===== src/rtl/dqspi_pkg.sv =====
`timescale 1ns/1ps
package dqspi_pkg;
  localparam int LANES  = 2;
  localparam int NIB_W  = 4;
  localparam int BYTE_W = 2 * NIB_W;

  typedef enum logic [1:0] {
    ST_IDLE  = 2'd0,
    ST_LEAD  = 2'd1,
    ST_SHIFT = 2'd2,
    ST_TRAIL = 2'd3
  } dq_state_t;

  localparam logic [1:0] SEL_LO   = 2'b01;
  localparam logic [1:0] SEL_HI   = 2'b10;
  localparam logic [1:0] SEL_BOTH = 2'b11;

  typedef struct packed {
    logic       rd;
    logic       stk;
    logic [1:0] sel;
    logic       stripe;
  } dq_cfg_t;
endpackage


===== src/rtl/dqspi_clkgen.sv =====
`timescale 1ns/1ps
module dqspi_clkgen #(
  parameter int DIV_W = 8
) (
  input  logic             clk,
  input  logic             rst_n,
  input  logic             run,
  input  logic             toggle,
  input  logic [DIV_W-1:0] half,
  output logic             tick,
  output logic             sclk
);
  logic [DIV_W-1:0] cnt_q, cnt_d;
  logic             sclk_q, sclk_d;

  assign tick = run && (cnt_q == (half - 1'b1));
  assign sclk = sclk_q;

  always_comb begin
    cnt_d  = cnt_q;
    sclk_d = sclk_q;
    if (!run) begin
      cnt_d  = '0;
      sclk_d = 1'b0;
    end else begin
      cnt_d = tick ? '0 : cnt_q + 1'b1;
      if (tick && toggle) sclk_d = ~sclk_q;
    end
  end

  always_ff @(posedge clk or negedge rst_n) begin
    if (!rst_n) begin
      cnt_q  <= '0;
      sclk_q <= 1'b0;
    end else begin
      cnt_q  <= cnt_d;
      sclk_q <= sclk_d;
    end
  end
endmodule


===== src/rtl/dqspi_lane.sv =====
`timescale 1ns/1ps
module dqspi_lane
  import dqspi_pkg::*;
(
  input  logic              clk,
  input  logic              rst_n,
  input  logic              load,
  input  logic              shift,
  input  logic              sample,
  input  logic [BYTE_W-1:0] load_byte,
  input  logic [NIB_W-1:0]  pin_i,
  output logic [NIB_W-1:0]  pin_o,
  output logic [BYTE_W-1:0] rx_byte
);
  logic [BYTE_W-1:0] tx_q, tx_d;
  logic [BYTE_W-1:0] rx_q, rx_d;

  assign pin_o   = tx_q[BYTE_W-1 -: NIB_W];
  assign rx_byte = rx_q;

  always_comb begin
    tx_d = tx_q;
    if (load)       tx_d = load_byte;
    else if (shift) tx_d = {tx_q[NIB_W-1:0], {NIB_W{1'b0}}};
    rx_d = sample ? {rx_q[NIB_W-1:0], pin_i} : rx_q;
  end

  always_ff @(posedge clk or negedge rst_n) begin
    if (!rst_n) begin
      tx_q <= '0;
      rx_q <= '0;
    end else begin
      tx_q <= tx_d;
      rx_q <= rx_d;
    end
  end
endmodule


===== src/rtl/dqspi_ctrl.sv =====
`timescale 1ns/1ps
module dqspi_ctrl
  import dqspi_pkg::*;
#(
  parameter int LEN_W = 16,
  parameter int DIV_W = 8
) (
  input  logic             clk,
  input  logic             rst_n,
  input  logic             start,
  input  logic             rd_mode,
  input  logic             stacked,
  input  logic [1:0]       bus_sel,
  input  logic             stripe,
  input  logic [LEN_W-1:0] xfer_len,
  input  logic [DIV_W-1:0] clk_div,
  input  logic             tick,
  input  logic             sclk,
  output logic             run,
  output logic             toggle,
  output logic [DIV_W-1:0] half,
  output logic             load,
  output logic             shift,
  output logic             sample,
  output dq_cfg_t          cfg,
  output logic             cs_lo_n,
  output logic             cs_hi_n,
  output logic             lo_oe,
  output logic             hi_oe,
  output logic             busy,
  output logic             done,
  output logic             err,
  output logic             take,
  output logic             rx_valid
);
  dq_state_t        st_q, st_d;
  dq_cfg_t          cfg_q, cfg_d;
  logic [LEN_W-1:0] units_q, units_d;
  logic [DIV_W-1:0] half_q, half_d;
  logic             phase_q, phase_d;
  logic             nib_q, nib_d;
  logic             err_q, err_d;
  logic             done_q, done_d;
  logic             take_q, rxv_q;
  logic             bad_req;
  logic [DIV_W-1:0] half_req;
  logic             last_unit;

  assign bad_req = (bus_sel == 2'b00) || (xfer_len == '0) ||
                   (stacked && (bus_sel == SEL_BOTH)) ||
                   (stripe && (stacked || (bus_sel != SEL_BOTH) || xfer_len[0]));
  assign half_req  = ((clk_div >> 1) == '0) ? DIV_W'(1) : (clk_div >> 1);
  assign last_unit = (units_q == LEN_W'(1));

  // Strobes for the lanes
  assign load   = ((st_q == ST_LEAD) && tick && phase_q) ||
                  ((st_q == ST_SHIFT) && tick && sclk && nib_q && !last_unit);
  assign shift  = (st_q == ST_SHIFT) && tick && sclk && !nib_q;
  assign sample = (st_q == ST_SHIFT) && tick && !sclk;

  assign run    = (st_q != ST_IDLE);
  assign toggle = (st_q == ST_SHIFT);
  assign half   = half_q;
  assign cfg    = cfg_q;

  assign busy    = run;
  assign cs_lo_n = !(run && (!cfg_q.stk || (cfg_q.sel == SEL_LO)));
  assign cs_hi_n = !(run && (!cfg_q.stk || (cfg_q.sel == SEL_HI)));
  assign lo_oe   = (st_q == ST_SHIFT) && !cfg_q.rd && (cfg_q.stk || cfg_q.sel[0]);
  assign hi_oe   = (st_q == ST_SHIFT) && !cfg_q.rd && !cfg_q.stk && cfg_q.sel[1];
  assign done     = done_q;
  assign err      = err_q;
  assign take     = take_q;
  assign rx_valid = rxv_q;

  always_comb begin
    st_d    = st_q;
    cfg_d   = cfg_q;
    units_d = units_q;
    half_d  = half_q;
    phase_d = phase_q;
    nib_d   = nib_q;
    err_d   = err_q;
    done_d  = 1'b0;
    unique case (st_q)
      ST_IDLE: begin
        if (start) begin
          if (bad_req) begin
            err_d = 1'b1;
          end else begin
            err_d   = 1'b0;
            st_d    = ST_LEAD;
            phase_d = 1'b0;
            cfg_d   = '{rd: rd_mode, stk: stacked, sel: bus_sel, stripe: stripe};
            units_d = stripe ? (xfer_len >> 1) : xfer_len;
            half_d  = half_req;
          end
        end
      end
      ST_LEAD: begin
        if (tick) begin
          phase_d = !phase_q;
          if (phase_q) begin
            st_d  = ST_SHIFT;
            nib_d = 1'b0;
          end
        end
      end
      ST_SHIFT: begin
        if (tick && sclk) begin
          if (!nib_q) begin
            nib_d = 1'b1;
          end else if (last_unit) begin
            st_d    = ST_TRAIL;
            phase_d = 1'b0;
          end else begin
            units_d = units_q - 1'b1;
            nib_d   = 1'b0;
          end
        end
      end
      ST_TRAIL: begin
        if (tick) begin
          phase_d = !phase_q;
          if (phase_q) begin
            st_d   = ST_IDLE;
            done_d = 1'b1;
          end
        end
      end
      default: st_d = ST_IDLE;
    endcase
  end

  always_ff @(posedge clk or negedge rst_n) begin
    if (!rst_n) begin
      st_q    <= ST_IDLE;
      cfg_q   <= '0;
      units_q <= '0;
      half_q  <= DIV_W'(1);
      phase_q <= 1'b0;
      nib_q   <= 1'b0;
      err_q   <= 1'b0;
      done_q  <= 1'b0;
      take_q  <= 1'b0;
      rxv_q   <= 1'b0;
    end else begin
      st_q    <= st_d;
      cfg_q   <= cfg_d;
      units_q <= units_d;
      half_q  <= half_d;
      phase_q <= phase_d;
      nib_q   <= nib_d;
      err_q   <= err_d;
      done_q  <= done_d;
      take_q  <= load;
      rxv_q   <= sample && nib_q && cfg_q.rd;
    end
  end
endmodule


===== src/rtl/dqspi_engine.sv =====
`timescale 1ns/1ps
module dqspi_engine
  import dqspi_pkg::*;
#(
  parameter int LEN_W = 16,
  parameter int DIV_W = 8
) (
  input  logic                clk,
  input  logic                rst_n,
  input  logic                start,
  input  logic                rd_mode,
  input  logic                stacked,
  input  logic [1:0]          bus_sel,
  input  logic                stripe,
  input  logic [LEN_W-1:0]    xfer_len,
  input  logic [DIV_W-1:0]    clk_div,
  input  logic [2*BYTE_W-1:0] tx_data,
  output logic                tx_take,
  output logic [2*BYTE_W-1:0] rx_data,
  output logic                rx_valid,
  output logic                busy,
  output logic                done,
  output logic                err,
  output logic                sclk,
  output logic                cs_lo_n,
  output logic                cs_hi_n,
  output logic [NIB_W-1:0]    lo_o,
  output logic                lo_oe,
  input  logic [NIB_W-1:0]    lo_i,
  output logic [NIB_W-1:0]    hi_o,
  output logic                hi_oe,
  input  logic [NIB_W-1:0]    hi_i
);
  localparam int PAIR_W = 2 * BYTE_W;

  // Reset: asserted at once, released on a clock edge
  logic rst_meta, rst_sync;
  always_ff @(posedge clk or negedge rst_n) begin
    if (!rst_n) begin
      rst_meta <= 1'b0;
      rst_sync <= 1'b0;
    end else begin
      rst_meta <= 1'b1;
      rst_sync <= rst_meta;
    end
  end

  logic             tick, run, toggle, load, shift, sample;
  logic [DIV_W-1:0] half;
  dq_cfg_t          cfg;

  dqspi_ctrl #(.LEN_W(LEN_W), .DIV_W(DIV_W)) u_ctrl (
    .clk(clk), .rst_n(rst_sync), .start(start), .rd_mode(rd_mode),
    .stacked(stacked), .bus_sel(bus_sel), .stripe(stripe),
    .xfer_len(xfer_len), .clk_div(clk_div), .tick(tick), .sclk(sclk),
    .run(run), .toggle(toggle), .half(half), .load(load), .shift(shift),
    .sample(sample), .cfg(cfg), .cs_lo_n(cs_lo_n), .cs_hi_n(cs_hi_n),
    .lo_oe(lo_oe), .hi_oe(hi_oe), .busy(busy), .done(done), .err(err),
    .take(tx_take), .rx_valid(rx_valid)
  );

  dqspi_clkgen #(.DIV_W(DIV_W)) u_clkgen (
    .clk(clk), .rst_n(rst_sync), .run(run), .toggle(toggle),
    .half(half), .tick(tick), .sclk(sclk)
  );

  logic [BYTE_W-1:0] ld_b [LANES];
  logic [BYTE_W-1:0] rx_b [LANES];
  logic [NIB_W-1:0]  p_in [LANES];
  logic [NIB_W-1:0]  p_out[LANES];

  // Lane 0 is lower, lane 1 is upper; the upper lane takes the odd byte when striping
  assign ld_b[0] = tx_data[BYTE_W-1:0];
  assign ld_b[1] = cfg.stripe ? tx_data[PAIR_W-1:BYTE_W] : tx_data[BYTE_W-1:0];
  assign p_in[0] = lo_i;
  assign p_in[1] = hi_i;

  for (genvar g = 0; g < LANES; g++) begin : g_lane
    dqspi_lane u_lane (
      .clk(clk), .rst_n(rst_sync), .load(load), .shift(shift),
      .sample(sample), .load_byte(ld_b[g]), .pin_i(p_in[g]),
      .pin_o(p_out[g]), .rx_byte(rx_b[g])
    );
  end

  assign lo_o = p_out[0];
  assign hi_o = p_out[1];

  assign rx_data[BYTE_W-1:0] = (!cfg.stk && !cfg.stripe && (cfg.sel == SEL_HI)) ? rx_b[1] : rx_b[0];
  assign rx_data[PAIR_W-1:BYTE_W] = cfg.stripe ? rx_b[1] : '0;
endmodule


===== config.mk =====
export PLATFORM = sky130hd
export DESIGN_NAME = dqspi_engine
export DESIGN_NICKNAME = d
export VERILOG_FILES = /design/src/rtl/dqspi_pkg.sv /design/src/rtl/dqspi_clkgen.sv /design/src/rtl/dqspi_lane.sv /design/src/rtl/dqspi_ctrl.sv /design/src/rtl/dqspi_engine.sv
export SDC_FILE = /design/constraint.sdc
export NUM_CORES = 1
export LEC_CHECK = 0
export CORE_ASPECT_RATIO = 0.7
export CORE_MARGIN = 1
export CORE_UTILIZATION = 40
export CTS_CLUSTER_DIAMETER = 40
export DETAILED_ROUTE_END_ITERATION = 12
export DONT_BUFFER_PORTS = 1
export GPL_ROUTABILITY_DRIVEN = 0
export PLACE_DENSITY = 0.53
export SLEW_MARGIN = 10
export SYNTH_ARGS = -nofsm -noshare
export SYNTH_HDL_FRONTEND = slang
export SYNTH_SLANG_ARGS = --single-unit

===== constraint.sdc =====
create_clock -name clk -period 3.3 [get_ports clk]
set_input_delay 0.66 -clock clk [delete_from_list [all_inputs] [get_ports clk]]
set_output_delay 0.66 -clock clk [all_outputs]
set_load 0.03 [all_outputs]

==> results of run 1 <==
-- worst min-delay path by stage --
stage / slack [ns] / cells past startpoint / to / start
after global placement: 0.34 / 0 / rst_sync / rst_meta
after global routing: 0.36 / 0 / rst_sync / rst_meta
after CTS: 0.36 / 0 / rst_sync / rst_meta
final: 0.35 / 0 / rst_sync / rst_meta
after floorplan: 0.33 / 0 / rst_sync / rst_meta
after detailed placement: 0.34 / 0 / rst_sync / rst_meta
-- per-stage QoR --
step	util [%]	worst slack, ns	hold slack, ns	power [mW]
global route	45.9	0.0141	0.358	2.26
detailed placement	42.8	0.226	0.343	1.11
finish	45.9	0.254	0.351	2.18
floorplan	-	0.459	0.331	1.10
global placement	42.8	0.238	0.339	1.11
CTS	45.9	0.213	0.356	2.22
-- Yosys cell counts (11+ instances only) --
master,count
mux2i_1,33
clkbuf_1,14
mux2_2,27
o21ai_0,15
nor3_1,12
nor2_1,29
inv_1,24
dfrtp_1,78
nand2_1,59
a21oi_1,13
nand3_1,11
and2_1,14
-- worst register-to-register path, delay by kind of cell (launching register included) --
family,cells,cell delay (ns)
AO/OA/AOI/OAI,4,1.06
adder cells (fa/ha/maj),1,0.24
buffers and inverters,3,0.48
flip-flops,1,0.58
multiplexers,1,0.35
AND/OR/NAND/NOR,2,0.24
-- flip-flops by register name, indices dropped and copies added, names as in the netlist, 2 cells and up --
signal / flops
g_lane.u_lane.rx_byte: 16
g_lane.u_lane.tx_q: 16
u_clkgen.cnt_q: 8
u_ctrl.cfg: 5
u_ctrl.half: 7
u_ctrl.st_q: 2
u_ctrl.units_q: 16
-- layer usage --
layer / share of wire (%) / vias up / routed length [um] / global-route usage (%)
met5: 0 / - / 0 / 0
met4: 2.2 / 0 / 245 / 6.70
met3: 5.5 / 19 / 610 / 5.43
met2: 43 / 85 / 4750 / 28.3
met1: 49 / 1691 / 5470 / 27.2
li1: - / 1668 / - / -
-- kinds of logic after synthesis --
| logic type | count (synthesis) |
|---|---|
| and+or+nand+nor | 171 |
| DFF | 79 |
| AOI/OAI and AO/OA | 74 |
| muxes | 69 |
| buffers and inverters | 54 |
| xor gates and xnor gates | 14 |
| adders and majority gates | 8 |
| other | 1 |
-- power breakdown --
group          total, mW  internal [mW]  switching [mW]
registers           1.03          0.986          0.0393
logic             0.0650         0.0360          0.0290
clock network       1.09          0.687           0.404
total               2.18           1.71           0.472
-- layout make-up --
cell class | count | area (um^2)
sequential | 79 | 1980
tap | 153 | 191
timing repair buffer | 15 | 128
multi-input combinational | 337 | 2400
clock inverter | 6 | 92.6
fill | 1054 | 6040
inverter | 25 | 93.8
clock buffer | 10 | 239
==> reports/summary.txt, run 1 <==
I/O Buffers: 0
CTS Hold Bufs: 1
Yosys top cell area share: 42.1%
Yosys warnings: 0
die area: 12,000 um^2
first-pass GRT wire length: 17.7 mm
Post-CTS Setup Repair Bufs: 0
Cells after Synth: 470
Antenna Violating Nets Remaining: 0
critical path endpoint category: flip-flop
largest net degree at the start of global routing: 78
CTS clk-pin slew, worst paths: 0.06 ns
core area: 11,200 um^2
maximum VDD drop: 0.000224 V
crit path cell chain: inv_1 > ha_1 > o21ba_2 > a221oi_1 > nor2_1 > a2111oi_4 > buf_4 > nand2_1 > o21ai_2 > buf_12 > mux2_2
layout cells sized above 1: 16.7%
final hold vios: 0
synth unique cells: 66
Yosys reg bits: 79
CP required: 3.52 ns
Initial Util: 41.5%
cell depth of the worst setup path: 11
initial antenna violation count: 0
Remaining Overflow, GRT: 0
slew margin rel.: 31.8%
Root Buffer Master: clkbuf_16
Power per Cell Area: 425 nW/um^2
flop2flop setup slack: 0.25 ns
Avg Cell Area, Syn: 9.87 um^2
cts bufs inserted: 9
post-CTS resize count: 0
# setup viols final: 0
GRT Resource Usage Total: 19.4%
drt wl/cell: 17.7 um
XOR/XNOR share of the synthesized area: 2.64%
CP delay by family, top: compound AO/OA/AOI/OAI gates
max_cap viols: 0
die width: 131 um
Final Cell Area: 5130 um^2
Total Nets Final: 531
Worst Hold Class: reg2reg
# clock sinks: 79
Synth Flop Type: dfrtp_1
CTS H-tree lvls: 3
P&R area growth vs syn: 10.5%
largest family of logic cells by synthesized area: simple AND/OR/NAND/NOR gates
Pleak: 2.22 nW
Die Span Y: 92.1 um
syn nets: 534
DP Wirelength: 8.07 mm
Routed WL: 11.1 mm
Largest stage delay, worst path: 0.58 ns
Worst-Margin Slew: 1.02 ns
CTS tree: built
DRC: 0
WP buf/inv: 3
simple-gate share of the synthesized area: 18.5%
Initial DRC Count: 178
EDFF count, synth: 0
Critical Path Source: u_ctrl.half[0]
Ports: 90
clock buffer depth: 2
status: complete, no violations
fmax: 328 MHz
Crit-path slowest cell: dfstp_2
type of the worst setup path: reg2reg
worst skew pair latency: 0.34 ns
Compound-Gate Fraction of Synth Area: 11.8%
DR pass1 iterations: 4
via count: 3,463
cell count after placement: 608
Mapped Area: 4640 um^2
RR Startpoint: u_ctrl.half[0]
Worst R2R End: g_lane[0].u_lane.tx_q[6]
Non-Filler Instances: 625
max-slew violations: 0
most frequent cells in the layout: 77 x dfrtp_1, 59 x nand2_1, 33 x mux2i_1
ANT cells: 0
Critical Path AT: 3.27 ns
cell taking the most area after synthesis: dfrtp_1
Final min period: 3.05 ns
post-synthesis mux area share: 16.6%
crit path launch type: flip-flop
largest cells by area after synthesis: dfrtp_1 42%, mux2i_1 7.1%, mux2_2 6.6%
Placed Area: 4790 um^2
period utilisation layout: 92.3%
R2R depth: 11
vias per cell: 5.54
number of global-route vias before repair: 3,375
Fin Clk Skew: 0.00748 ns
CP Capture Point: g_lane[0].u_lane.tx_q[6]
FP Rows: 32
Post-Synth Adder-Cell Area: 2.16%
most common cell after layout, fill and taps aside: dfrtp_1
Setup TNS: 0 ns
unrepaired setup endpoints after global routing: false
Seq/Total Area, Yosys: 42.6%
ys async rst share: 100%
critical path fanouts, max: 16
No activity file was read; power rests on OpenSTA's default activity.
==> run 2: changes to the inputs <==
Clock period 3.3 ns to 3.25 ns, I/O delays scaled along.
==> run 2 against run 1 <==
Effect of this change: sequential share of layout area rose by 0.32 points; via count is 1.6% lower; clock skew shrank 0.0023 ns; largest cell class unchanged; register-to-register slack better by 0.02 ns; sequential cell count stayed put; global-route usage is 0.16 points lower; largest power group is now registers.
==> reports/summary.txt, run 2 (synthesized netlist as in run 1, its figures left out) <==
status: complete, no violations (unchanged)
type of the worst setup path: reg2reg (unchanged)
Crit-path slowest cell: dfstp_2 (unchanged)
Critical Path AT: 3.20 ns (was 3.27 ns)
CTS H-tree lvls: 3 (unchanged)
first-pass GRT wire length: 17.7 mm (about the same)
fmax: 336 MHz (was 328 MHz)
Die Span Y: 92.1 um (unchanged)
final worst slack: 0.271 ns (was 0.254 ns)
Initial DRC Count: 190 (was 178)
CP delay by family, top: compound AO/OA/AOI/OAI gates (unchanged)
CP required: 3.47 ns (was 3.52 ns)
I/O Buffers: 0 (unchanged)
Worst Hold Class: reg2reg (unchanged)
number of global-route vias before repair: 3,399 (was 3,375)
most common cell after layout, fill and taps aside: dfrtp_1 (unchanged)
WHS: 0.348 ns (was 0.351 ns)
Worst-Margin Slew: 0.999 ns (was 1.02 ns)
# clock sinks: 79 (unchanged)
unrepaired setup endpoints after global routing: false (unchanged)
filler cell count: 1,083 (was 1,054)
critical path fanouts, max: 16 (unchanged)
period utilisation layout: 91.7% (was 92.3%)
Power per Cell Area: 405 nW/um^2 (was 425 nW/um^2)
DR pass1 iterations: 4 (unchanged)
WP buf/inv: 3 (unchanged)
Routed WL: 10.8 mm (was 11.1 mm)
max_cap viols: 0 (unchanged)
crit path cell chain: inv_1 > ha_1 > o21ba_2 > a221oi_2 > nor2_1 > a2111oi_4 > buf_4 > nand2_1 > o21ai_2 > buf_12 > mux2_2 (was inv_1 > ha_1 > o21ba_2 > a221oi_1 > nor2_1 > a2111oi_4 > buf_4 > nand2_1 > o21ai_2 > buf_12 > mux2_2)
Fin Clk Skew: 0.00516 ns (was 0.00748 ns)
Total Nets Final: 531 (unchanged)
crit path launch type: flip-flop (unchanged)
Initial Util: 41.5% (unchanged)
DRC: 0 (unchanged)
Root Buffer Master: clkbuf_16 (unchanged)
die area: 12,000 um^2 (unchanged)
FP Rows: 32 (unchanged)
maximum VDD drop: 0.000218 V (was 0.000224 V)
initial antenna violation count: 1 (was 0)
cts bufs inserted: 9 (unchanged)
Final Power: 2.06 mW (was 2.18 mW)
vias per cell: 5.45 (was 5.54)
DP Wirelength: 7.95 mm (was 8.07 mm)
die width: 131 um (unchanged)
final hold vios: 0 (unchanged)
CTS clk-pin slew, worst paths: 0.06 ns (about the same)
worst skew pair latency: 0.33 ns (was 0.34 ns)
core area: 11,200 um^2 (unchanged)
Setup TNS: 0 ns (unchanged)
# setup viols final: 0 (unchanged)
critical path endpoint category: flip-flop (unchanged)
drt wl/cell: 17.4 um (was 17.7 um)
flop2flop setup slack: 0.27 ns (was 0.25 ns)
via count: 3,408 (was 3,463)
Reg area: 1980 um^2 (unchanged)
Post-CTS Setup Repair Bufs: 0 (unchanged)
GRT Resource Usage Total: 19.2% (was 19.4%)
largest net degree at the start of global routing: 78 (unchanged)
Antenna Violating Nets Remaining: 0 (unchanged)
Pleak: 2.20 nW (was 2.22 nW)
layout cells sized above 1: 16.9% (was 16.7%)
Largest stage delay, worst path: 0.58 ns (about the same)
area occupied by multi-input gates: 2410 um^2 (was 2400 um^2)
max-slew violations: 0 (unchanged)
worst slack at placement: 0.146 ns (was 0.226 ns)
slew margin rel.: 33.4% (was 31.8%)
most frequent cells in the layout: 77 x dfrtp_1, 59 x nand2_1, 33 x mux2i_1 (unchanged)
Final min period: 2.98 ns (was 3.05 ns)
P&R area growth vs syn: 9.57% (was 10.5%)
clock buffer depth: 2 (unchanged)
Ports: 90 (unchanged)
ANT cells: 0 (unchanged)
CTS tree: built (unchanged)
Remaining Overflow, GRT: 0 (unchanged)
==> run 2: cell types whose count changed in the layout (fill, tap and decap cells not counted), sizes merged <==
cell,previous run,this run
inv,25,26
clkinv,2,4
bufinv,2,0
clkbuf,10,9
==> run 2: worst register-to-register path: stages, from the launching register on <==
cell,delay (ns)
dfstp_2,0.58
inv_1,0.07
ha_1,0.24
o21ba_2,0.21
a221oi_2,0.30
nor2_1,0.12
a2111oi_4,0.29
buf_4,0.23
nand2_1,0.10
o21ai_2,0.18
buf_12,0.19
mux2_2,0.35
==> run 2: layer usage <==
| layer | up-vias | track usage, % | routed length, um |
|---|---|---|---|
| met3 | 17 | 5.02 | 619 |
| li1 | 1655 | - | - |
| met2 | 92 | 28.5 | 4750 |
| met1 | 1642 | 26.9 | 5290 |
| met4 | 2 | 6.51 | 179 |
| met5 | - | 0 | 3 |
==> run 2: final timing paths <==
| path | from | end | depth (start not counted) |
|---|---|---|---|
| max in group asynchronous | rst_sync | u_ctrl.units_q[5] | 0 |
| worst min register to register | rst_meta | rst_sync | 0 |
| min in group asynchronous | rst_sync | g_lane[1].u_lane.tx_q[4] | 0 |
| worst min-delay path | rst_meta | rst_sync | 0 |
| worst max register to register | u_ctrl.half[0] | g_lane[0].u_lane.tx_q[6] | 11 |
| worst max-delay path | u_ctrl.half[0] | g_lane[0].u_lane.tx_q[6] | 11 |
==> run 2: timing repair <==
action                                  CTS  global route
endpoints found under the hold margin     2             0
hold buffers                              1             0
endpoints found under the setup margin    0            17
resized for setup                         0             1
==> run 2: area by class of cell <==
cell class / instances / share of cell area, %
clock inverter: 7 / 1.13
inverter: 25 / 1.85
clock buffer: 9 / 4.43
multi-input combinational: 337 / 47.3
timing repair buffer: 15 / 2.51
sequential: 79 / 39.0
tap: 153 / 3.76
==> run 2: where the power goes <==
part           switching (mW)  internal [mW]  leakage [nW]  total [mW]
clock network           0.429          0.526         0.134       0.956
logic                  0.0289         0.0366          1.11      0.0655
registers              0.0399           1.00         0.955        1.04
total                   0.498           1.56          2.20        2.06
==> run 2: through the flow <==
step	area, um^2	instances	utilization [%]
finish	5080	625	45.5
global route	5080	625	45.5
CTS	5080	625	45.5
detailed placement	4790	608	42.8
global placement	4790	608	42.8
floorplan	4640	470	-
